**config.mk**
```make
export PLATFORM = sky130hd
export DESIGN_NAME = dma_dual_chan
export DESIGN_NICKNAME = d
export VERILOG_FILES = /design/src/rtl/dma_dual_chan.sv
export SDC_FILE = /design/constraint.sdc
export NUM_CORES = 1
export LEC_CHECK = 0
export BUFFER_PORTS_ARGS = -buffer_cell sky130_fd_sc_hd__buf_2
export CAP_MARGIN = 10
export CORE_MARGIN = 10
export CORE_UTILIZATION = 60
export DETAILED_ROUTE_END_ITERATION = 12
export MAX_ROUTING_LAYER = met4
export PLACE_DENSITY = 0.95
export SLEW_MARGIN = 5
export SYNTH_ARGS = -nofsm -noshare
export SYNTH_HDL_FRONTEND = slang
export SYNTH_SLANG_ARGS = --single-unit
```
**constraint.sdc**
```tcl
create_clock -name clk -period 5.6 [get_ports clk]
set_input_delay 1.68 -clock clk [delete_from_list [all_inputs] [get_ports clk]]
set_output_delay 1.68 -clock clk [all_outputs]
set_load 0.05 [all_outputs]
```
**src/rtl/dma_dual_chan.sv**
```systemverilog
module dma_dual_chan #(
  parameter int AW = 32,
  parameter int CW = 24
) (
  input  logic          clk,
  input  logic          rst_n,
  input  logic          reg_wr,
  input  logic [2:0]    reg_addr,
  input  logic [31:0]   reg_wdata,
  output logic [31:0]   reg_rdata,
  output logic          bus_valid,
  output logic          bus_write,
  output logic [AW-1:0] bus_addr,
  output logic [3:0]    bus_be,
  output logic [31:0]   bus_wdata,
  input  logic          bus_ready,
  input  logic [31:0]   bus_rdata,
  input  logic          ext_req,
  output logic          irq
);

  typedef enum logic [1:0] {S_IDLE, S_WAIT, S_RD, S_WR} st_t;

  function automatic logic [2:0] code_bytes(input logic [1:0] c);
    case (c)
      2'd1:    return 3'd1;
      2'd2:    return 3'd2;
      default: return 3'd4;
    endcase
  endfunction

  function automatic logic [3:0] lane_mask(input logic [2:0] n);
    case (n)
      3'd1:    return 4'b0001;
      3'd2:    return 4'b0011;
      default: return 4'b1111;
    endcase
  endfunction

  st_t            st;
  logic [AW-1:0]  src_q, dst_q;
  logic [CW-1:0]  cnt_q;
  logic           irq_en, req_en, steal, s_inc, d_inc;
  logic [1:0]     s_code, d_code;
  logic           done_q, err_q, abort_q, req_q;
  logic [31:0]    data_q;

  wire busy     = (st != S_IDLE);
  wire wr_src   = reg_wr && (reg_addr == 3'd0);
  wire wr_dst   = reg_wr && (reg_addr == 3'd1);
  wire wr_cnt   = reg_wr && (reg_addr == 3'd2);
  wire wr_ctrl  = reg_wr && (reg_addr == 3'd3);
  wire wr_stat  = reg_wr && (reg_addr == 3'd4);
  wire kick     = wr_ctrl && reg_wdata[0] && !busy;
  wire clr      = wr_stat && reg_wdata[0];
  wire stop     = clr || abort_q;
  wire req_edge = ext_req && !req_q;

  wire [2:0] ubytes = code_bytes(s_code);
  wire [CW-1:0] ub_c = CW'(ubytes);
  wire [AW-1:0] ub_a = AW'(ubytes);
  wire last = (cnt_q == ub_c);

  wire [2:0] nb_s = code_bytes(reg_wdata[5:4]);
  wire [2:0] nb_d = code_bytes(reg_wdata[9:8]);
  wire [1:0] nm   = 2'(nb_s - 3'd1);
  wire bad = (nb_s != nb_d) || (cnt_q == '0) ||
             |(cnt_q[1:0] & nm) || |(src_q[1:0] & nm) || |(dst_q[1:0] & nm);

  wire [4:0] rd_sh = {src_q[1:0], 3'b000};
  wire [4:0] wr_sh = {dst_q[1:0], 3'b000};
  wire [AW-1:0] cur_addr = (st == S_WR) ? dst_q : src_q;

  assign bus_valid = (st == S_RD) || (st == S_WR);
  assign bus_write = (st == S_WR);
  assign bus_addr  = {cur_addr[AW-1:2], 2'b00};
  assign bus_be    = bus_valid ? (lane_mask(ubytes) << cur_addr[1:0]) : 4'b0000;
  assign bus_wdata = data_q << wr_sh;
  assign irq       = done_q && irq_en;

  always_comb begin
    case (reg_addr)
      3'd0:    reg_rdata = 32'(src_q);
      3'd1:    reg_rdata = 32'(dst_q);
      3'd2:    reg_rdata = 32'(cnt_q);
      3'd3:    reg_rdata = {21'b0, d_inc, d_code, 1'b0, s_inc, s_code, steal, req_en, irq_en, 1'b0};
      3'd4:    reg_rdata = {29'b0, err_q, busy, done_q};
      default: reg_rdata = 32'b0;
    endcase
  end

  always_ff @(posedge clk or negedge rst_n) begin
    if (!rst_n) begin
      st      <= S_IDLE;
      src_q   <= '0;
      dst_q   <= '0;
      cnt_q   <= '0;
      irq_en  <= 1'b0;
      req_en  <= 1'b0;
      steal   <= 1'b0;
      s_inc   <= 1'b0;
      d_inc   <= 1'b0;
      s_code  <= 2'd0;
      d_code  <= 2'd0;
      done_q  <= 1'b0;
      err_q   <= 1'b0;
      abort_q <= 1'b0;
      req_q   <= 1'b0;
      data_q  <= '0;
    end else begin
      req_q <= ext_req;
      if (!busy) begin
        if (wr_src) src_q <= reg_wdata[AW-1:0];
        if (wr_dst) dst_q <= reg_wdata[AW-1:0];
        if (wr_cnt) cnt_q <= reg_wdata[CW-1:0];
      end
      if (wr_ctrl) begin
        irq_en <= reg_wdata[1];
        req_en <= reg_wdata[2];
        if (!busy) begin
          steal  <= reg_wdata[3];
          s_code <= reg_wdata[5:4];
          s_inc  <= reg_wdata[6];
          d_code <= reg_wdata[9:8];
          d_inc  <= reg_wdata[10];
        end
      end
      if (clr) begin
        done_q <= 1'b0;
        err_q  <= 1'b0;
      end
      if (kick) begin
        done_q <= 1'b0;
        err_q  <= bad;
      end
      case (st)
        S_IDLE: begin
          if (kick && !bad) st <= (reg_wdata[2] || reg_wdata[3]) ? S_WAIT : S_RD;
        end
        S_WAIT: begin
          if (clr) st <= S_IDLE;
          else if (req_en && req_edge) st <= S_RD;
        end
        S_RD: begin
          if (bus_ready) begin
            data_q <= bus_rdata >> rd_sh;
            if (stop) begin
              st      <= S_IDLE;
              abort_q <= 1'b0;
            end else begin
              st <= S_WR;
            end
          end else if (clr) begin
            abort_q <= 1'b1;
          end
        end
        S_WR: begin
          if (bus_ready) begin
            cnt_q <= cnt_q - ub_c;
            if (s_inc) src_q <= src_q + ub_a;
            if (d_inc) dst_q <= dst_q + ub_a;
            if (last) begin
              done_q  <= 1'b1;
              st      <= S_IDLE;
              abort_q <= 1'b0;
            end else if (stop) begin
              st      <= S_IDLE;
              abort_q <= 1'b0;
            end else begin
              st <= steal ? S_WAIT : S_RD;
            end
          end else if (clr) begin
            abort_q <= 1'b1;
          end
        end
        default: st <= S_IDLE;
      endcase
    end
  end

  AST_BUS_HOLD: assert property (@(posedge clk) disable iff (!rst_n)
    bus_valid && !bus_ready |=> bus_valid && $stable(bus_addr) && $stable(bus_be)
                               && $stable(bus_write) && $stable(bus_wdata));
  AST_READ_FIRST: assert property (@(posedge clk) disable iff (!rst_n)
    (bus_valid && bus_write) && !$past(bus_valid && bus_write)
      |-> $past(bus_valid && !bus_write && bus_ready));
  AST_LANE_WIDTH: assert property (@(posedge clk) disable iff (!rst_n)
    bus_valid |-> ($countones(bus_be) == 32'(ubytes)));
  AST_COUNT_DOWN: assert property (@(posedge clk) disable iff (!rst_n)
    busy && $past(busy) |-> (cnt_q <= $past(cnt_q)));
  AST_DONE_AT_ZERO: assert property (@(posedge clk) disable iff (!rst_n)
    $rose(done_q) |-> (cnt_q == '0));
  AST_ERR_NOT_BUSY: assert property (@(posedge clk) disable iff (!rst_n)
    err_q |-> !busy);
  AST_STEAL_ONE: assert property (@(posedge clk) disable iff (!rst_n)
    steal && bus_valid && bus_write && bus_ready |=> !bus_valid);

endmodule

```
==> results.txt, run 1 <==
status: completed
post-synthesis mux area share: 13.3%
cts hold-fix bufs: 0
largest net degree at the start of global routing: 103
total placed cells including tap cells: 1473
FF+latch count, synth: 135
stages on the worst setup path: 6
setup TNS: 0 ns
Die Ht: 147 um
critical path launch point type: primary input
GRT overflow: 0
Period Utilization, post-route: 88.8%
top cell type's share of synthesized area: 34.9%
depth of the worst hold-timing path: 2
Hold Fails Final Rpt: 0
post-synth cell types: 64
Multi-input gate area: 5880 sq um
antenna-violating nets left: 0
RSZ-0062 raised after global routing: false
PnR worst setup slack: 0.626 ns
hold crit path type: flip-flop to flip-flop
max_slew headroom: 29.4%
Final Non-Filler Cells: 1507
Net Sw Frac: 55.0%
Clk pwr share: 14.8%
Post-synth top cells: 157 x nor2_1, 135 x dfrtp_1, 107 x nand2_1
area delta synth->final: 15.7%
critical path arrival: 3.29 ns
Clock Tree Buf Depth: 2
number of rows in the core area: 46
die width: 147 um
Worst EP required: 3.92 ns
max-slew violations: 0
final wirelength: 32.8 mm
Place WS: 0.646 ns
CP Max Fanout: 26
CTS Buf Count: 17
Yosys warning total: 0
full die area: 21600 sq um
post-synth top area cell: dfrtp_1
fin nets: 1367
ys flop type: dfrtp_1
NetSw: 4080 uW
DR vias: 10100
fillers: 1226
routed length per instance: 21.8 um
asr flop ratio synth: 100%
clk root buf: clkbuf_16
initial core utilization: 61.0%
register area share after synthesis: 34.9%
H-tree levels: 4
Starting DRT DRC Count: 1122
Core Box Area: 15900 sq um
critical path endpoint category: output pin
Post-Synth XOR/XNOR Area: 0.181%
skew final: 0.00782 ns
complex-gate fraction of the synthesized area: 20.6%
Post-synth EDFFs: 0
Worst-Margin Slew: 1.06 ns
vias in the first global route: 9806
count leader, synth: nor2_1
residual DRC count: 0
post-route minimum period: 4.97 ns
average via count per standard cell: 6.72
Top cell by count, worst path: buf_2
HPWL Detailed: 23.7 mm
Comb pwr share: 55.9%
pwr dens: 661 nW/um^2
Leakage: 0.00493 uW
R2R depth: 9
synthesized-area fraction occupied by adder cells: 2.56%
Slowest Stage Delay on Critical Path: 0.60 ns
CP cell instances: buf_2 > buf_4 > nor2b_1 > a21oi_1 > nor2_1 > buf_2
largest family of logic cells by synthesized area: simple AND/OR/NAND/NOR gates
Clock Sinks: 135
Worst-Skew Late Latency: 0.43 ns
GP Congestion: 0.970
synthesized instance count: 1151
first-pass GRT wire length: 51.8 mm
layout cell share with drive strength beyond 1: 23.0%
FF+latch area: 3380 sq um
Max Cap Viol: 0
Post-Syn Area: 9690 sq um
synthesized area per cell: 8.42 sq um
GRT Total Usage: 30.1%
buffer and inverter count on the worst path: 3
Setup Viol. Count Final: 0
WS Path Type: primary input to output pin
VDD IR max: 397 uV
Initial DRT Pass Iterations: 7
cell family with most CP delay: buffers and inverters
Top-Level Pins: 175
initial antenna violation count: 1
post_cts resized: 0
Slowest cell on crit path: nor2b_1
CTS tree: built
internal power: 3330 uW
PortBufs: 172
setup bufs post-CTS: 0
simple-gate share of the synthesized area: 23.8%
top post-synthesis cells by area: dfrtp_1 35%, mux2i_1 6.8%, nor2_1 6.1%
Reg power frac: 29.3%
achievable clock frequency: 201 MHz
clock-pin slew on the worst setup and hold paths: 0.06 ns
## logic make-up (layout without fill, tap and decap cells)
group,count (synthesis),in the layout
flops,135,135
mux,115,115
other cells,1,3
buf+inv,112,250
simple gates,468,468
compound gates,300,300
xor+xnor,2,2
fa+ha+maj,18,18
## metal layers
metal / share of wire (%) / GRT usage [%] / up-vias / routed length (um)
met3: 12 / 7.22 / 132 / 3840
met2: 46 / 46.3 / 714 / 15200
met4: 4.2 / 13.4 / 0 / 1360
li1: - / - / 4507 / -
met5: 0 / - / - / 0
met1: 38 / 37.0 / 4774 / 12500
## worst paths after layout
path / startpoint / endpoint / slack, ns
worst max-delay path: reg_addr[1] / reg_rdata[14] / 0.63
worst min-delay path: data_q[26]$_DFFE_PN0P_ / data_q[26]$_DFFE_PN0P_ / 0.47
worst max register to register: dst_q[0]$_DFF_PN0_ / dst_q[12]$_DFF_PN0_ / 2.10
worst min register to register: data_q[26]$_DFFE_PN0P_ / data_q[26]$_DFFE_PN0P_ / 0.47
max in group asynchronous: rst_n / data_q[28]$_DFFE_PN0P_ / 3.16
min in group asynchronous: rst_n / cnt_q[19]$_DFF_PN0_ / 1.37
## through the flow
stage / utilization, % / total power [uW] / hold WS, ns / area, sq um
2_1_floorplan: - / 5120 / 0.442 / 9700
3_3_place_gp: 66.9 / 6080 / 0.454 / 10600
3_5_place_dp: 66.9 / 6210 / 0.463 / 10600
4_1_cts: 70.5 / 7320 / 0.477 / 11200
5_1_grt: 70.6 / 7780 / 0.502 / 11200
6_report: 70.6 / 7410 / 0.471 / 11200
## power groups by stage
stage / Combinational (uW) / Sequential [uW] / Clock [uW]
after floorplan: 3340 / 1790 / 0
after global placement: 3980 / 2100 / 0
after detailed placement: 4080 / 2130 / 0
after CTS: 4110 / 2120 / 1090
after global routing: 4420 / 2220 / 1140
final: 4140 / 2170 / 1100
## worst min-delay path, delay by kind of cell (launching register included)
family	cells	cell delay, ns
DFF	1	0.33
and+or+nand+nor	1	0.04
AOI/OAI and AO/OA	1	0.06
## area by class of cell
| type | instances | share of cell area (%) |
|---|---|---|
| antenna | 1 | 0.0223 |
| clock buffer | 17 | 3.80 |
| clock inverter | 15 | 1.29 |
| inverter | 28 | 0.938 |
| multi-input combinational | 905 | 52.5 |
| sequential | 135 | 30.1 |
| tap | 216 | 2.41 |
| timing repair buffer | 190 | 8.92 |
## cells in the final DEF, fill, tap and decap left out, types with 25 or more instances in the layout
master	n
nand3_1	27
dfrtp_1	135
nor3_1	29
inv_1	26
o21ai_0	52
and2_1	25
a211oi_1	54
mux2_2	42
a311oi_1	25
a21oi_1	74
nand2_1	107
nor2_1	157
buf_2	171
mux2i_1	66
## state kept, by name, indices dropped and copies added (netlist names)
name / count
err_q: 1
src_q: 32
d_inc: 1
s_inc: 1
s_code: 2
irq_en: 1
data_q: 32
abort_q: 1
req_en: 1
st: 2
req_q: 1
d_code: 2
dst_q: 32
steal: 1
done_q: 1
cnt_q: 24
No activity file was read; power rests on OpenSTA's default activity.
==> run 2: changes to the inputs <==
--- a/config.mk
+++ b/config.mk
@@ -8,7 +8,7 @@
 export BUFFER_PORTS_ARGS = -buffer_cell sky130_fd_sc_hd__buf_2
 export CAP_MARGIN = 10
 export CORE_MARGIN = 10
-export CORE_UTILIZATION = 60
+export CORE_UTILIZATION = 62
 export DETAILED_ROUTE_END_ITERATION = 12
 export MAX_ROUTING_LAYER = met4
 export PLACE_DENSITY = 0.95
==> run 2 against run 1 <==
Register-to-register slack got worse by 0.09 ns. Sequential cell count did not move. Largest cell class unchanged. Total power rose by 4.0%. Worst setup slack got worse by 0.12 ns. Combinational power rose by 2%. Maximum frequency fell by 2.4%.
==> results.txt, run 2 (same netlist as run 1, synthesis figures left out) <==
Max Cap Viol: 0 (unchanged)
number of diodes: 0 (-1)
CTS tree: built
Fin Hold WS: 0.474 ns (+0.00315 ns)
dpl cell area: 10600 sq um (+0.17%)
first-pass GRT wire length: 54.1 mm (+4.5%)
critical path endpoint category: output pin
average via count per standard cell: 6.92 (+3.0%)
R2R Path Start: st[1]$_DFFE_PN0P_
depth of the worst hold-timing path: 2 (unchanged)
Worst EP required: 3.92 ns (about the same)
CTS Buf Count: 17 (unchanged)
Worst-Skew Late Latency: 0.45 ns (+0.02 ns)
cts hold-fix bufs: 0 (unchanged)
full die area: 21000 sq um (-2.8%)
clock-pin slew on the worst setup and hold paths: 0.06 ns (about the same)
Top-Level Pins: 175 (unchanged)
clk root buf: clkbuf_16
Die Ht: 145 um (-1.4%)
routed length per instance: 22.8 um (+4.7%)
PortBufs: 172 (unchanged)
R2R Path End: cnt_q[20]$_DFF_PN0_
GRT overflow: 0 (unchanged)
Initial DRT Pass Iterations: 9 (+2)
Leakage: 0.00500 uW (+1.3%)
most common cell after layout, fill and taps aside: buf_2
WS Path Type: primary input to output pin
Largest regs: data_q: 32 flops, dst_q: 32 flops, src_q: 32 flops
hold crit path type: flip-flop to flip-flop
max-slew violations: 0 (unchanged)
VDD IR max: 423 uV (+6.8%)
layout cell share with drive strength beyond 1: 22.8% (-0.25 points)
HPWL Detailed: 24.1 mm (+1.8%)
Clock Sinks: 135 (unchanged)
skew final: 0.0115 ns (+0.00369 ns)
Core Box Area: 15300 sq um (-3.9%)
final core utilization: 74.3% (+3.7 points)
DR vias: 10400 (+2.7%)
most frequent cells in the layout: 171 x buf_2, 157 x nor2_1, 135 x dfrtp_1
Setup Viol. Count Final: 0 (unchanged)
GRT Total Usage: 31.9% (+1.9 points)
critical path arrival: 3.42 ns (+0.13 ns)
Hold Fails Final Rpt: 0 (unchanged)
area delta synth->final: 16.9%
status: completed
min-delay src: data_q[27]$_DFFE_PN0P_
fin nets: 1368 (+0.073%)
initial antenna violation count: 0 (-1)
die width: 145 um (-1.4%)
pwr dens: 680 nW/um^2 (+2.9%)
H-tree levels: 4 (unchanged)
GP Congestion: 0.986 (+1.7%)
residual DRC count: 0 (unchanged)
CP Max Fanout: 20 (-23%)
R2R depth: 7 (-2)
post-route minimum period: 5.10 ns (+0.124 ns)
setup TNS: 0 ns (unchanged)
reg-to-reg slack, setup: 2.01 ns (-0.09 ns)
Starting DRT DRC Count: 1647 (+47%)
Clock Tree Buf Depth: 2 (unchanged)
achievable clock frequency: 196 MHz (-2.4%)
largest net degree at the start of global routing: 74 (-28%)
final wirelength: 34.3 mm (+4.3%)
max_slew headroom: 21.2% (-8.2 points)
post_cts resized: 0 (unchanged)
vias in the first global route: 10100 (+3.0%)
Design Area, Final: 11300 sq um (+1.1%)
number of rows in the core area: 45 (-2.2%)
RSZ-0062 raised after global routing: false
initial core utilization: 63.5% (+2.5 points)
critical path launch point type: primary input
worst setup path start: reg_addr[1]
Period Utilization, post-route: 91.0% (+2.2 points)
Worst-Margin Slew: 1.17 ns (+0.113 ns)
crit path to: reg_rdata[25]
antenna-violating nets left: 0 (unchanged)
setup bufs post-CTS: 0 (unchanged)
==> run 2: cell types whose count changed in the layout (fill, tap and decap cells not counted) <==
cell        previous run  this run
buf_12                 0         1
buf_4                 17        19
buf_6                  1         0
bufinv_16              1         7
clkbuf_1               0         4
clkbuf_2               1         0
clkinv_2               1         0
clkinv_4               5         2
clkinvlp_4             3         1
diode_2                1         0
inv_6                  5         1
==> run 2: per-stage QoR <==
step	setup WS (ns)	power, uW	std cells
after floorplan	0.280	5120	1152
after global placement	0.691	6090	1470
after detailed placement	0.640	6240	1470
after CTS	0.608	7600	1502
after global routing	0.444	8070	1502
final	0.502	7710	1502
==> run 2: layer usage <==
metal,global-route usage [%],share of wire [%],vias to the layer above
met3,8.57,12,175
met4,14.0,4.2,0
met5,-,0,-
li1,-,-,4512
met1,38.8,37,4885
met2,49.0,46,825
==> run 2: area by class of cell <==
class	instances	area [sq um]
Clock buffer	21	440
Clock inverter	11	244
Fill cell	1105	3930
Inverter	28	105
Multi-Input combinational cell	905	5880
Sequential cell	135	3380
Tap cell	211	264
Timing Repair Buffer	191	1020
==> run 2: critical path, stage by stage <==
cell	delay, ns
buf_2	0.42
clkinv_1	0.48
nand2_1	0.50
nor2_1	0.10
buf_2	0.23
==> run 2: report_power, final <==
group	leakage, uW	total (uW)	switching (uW)	internal, uW
sequential	0.00157	2150	730	1420
clock	0.000326	1330	448	882
combinational	0.00311	4230	2930	1300
==> run 2: worst min path at each step <==
stage,end
2_1_floorplan,data_q[24]$_DFFE_PN0P_
3_3_place_gp,data_q[31]$_DFFE_PN0P_
3_5_place_dp,data_q[27]$_DFFE_PN0P_
4_1_cts,data_q[27]$_DFFE_PN0P_
5_1_grt,data_q[27]$_DFFE_PN0P_
6_report,data_q[27]$_DFFE_PN0P_
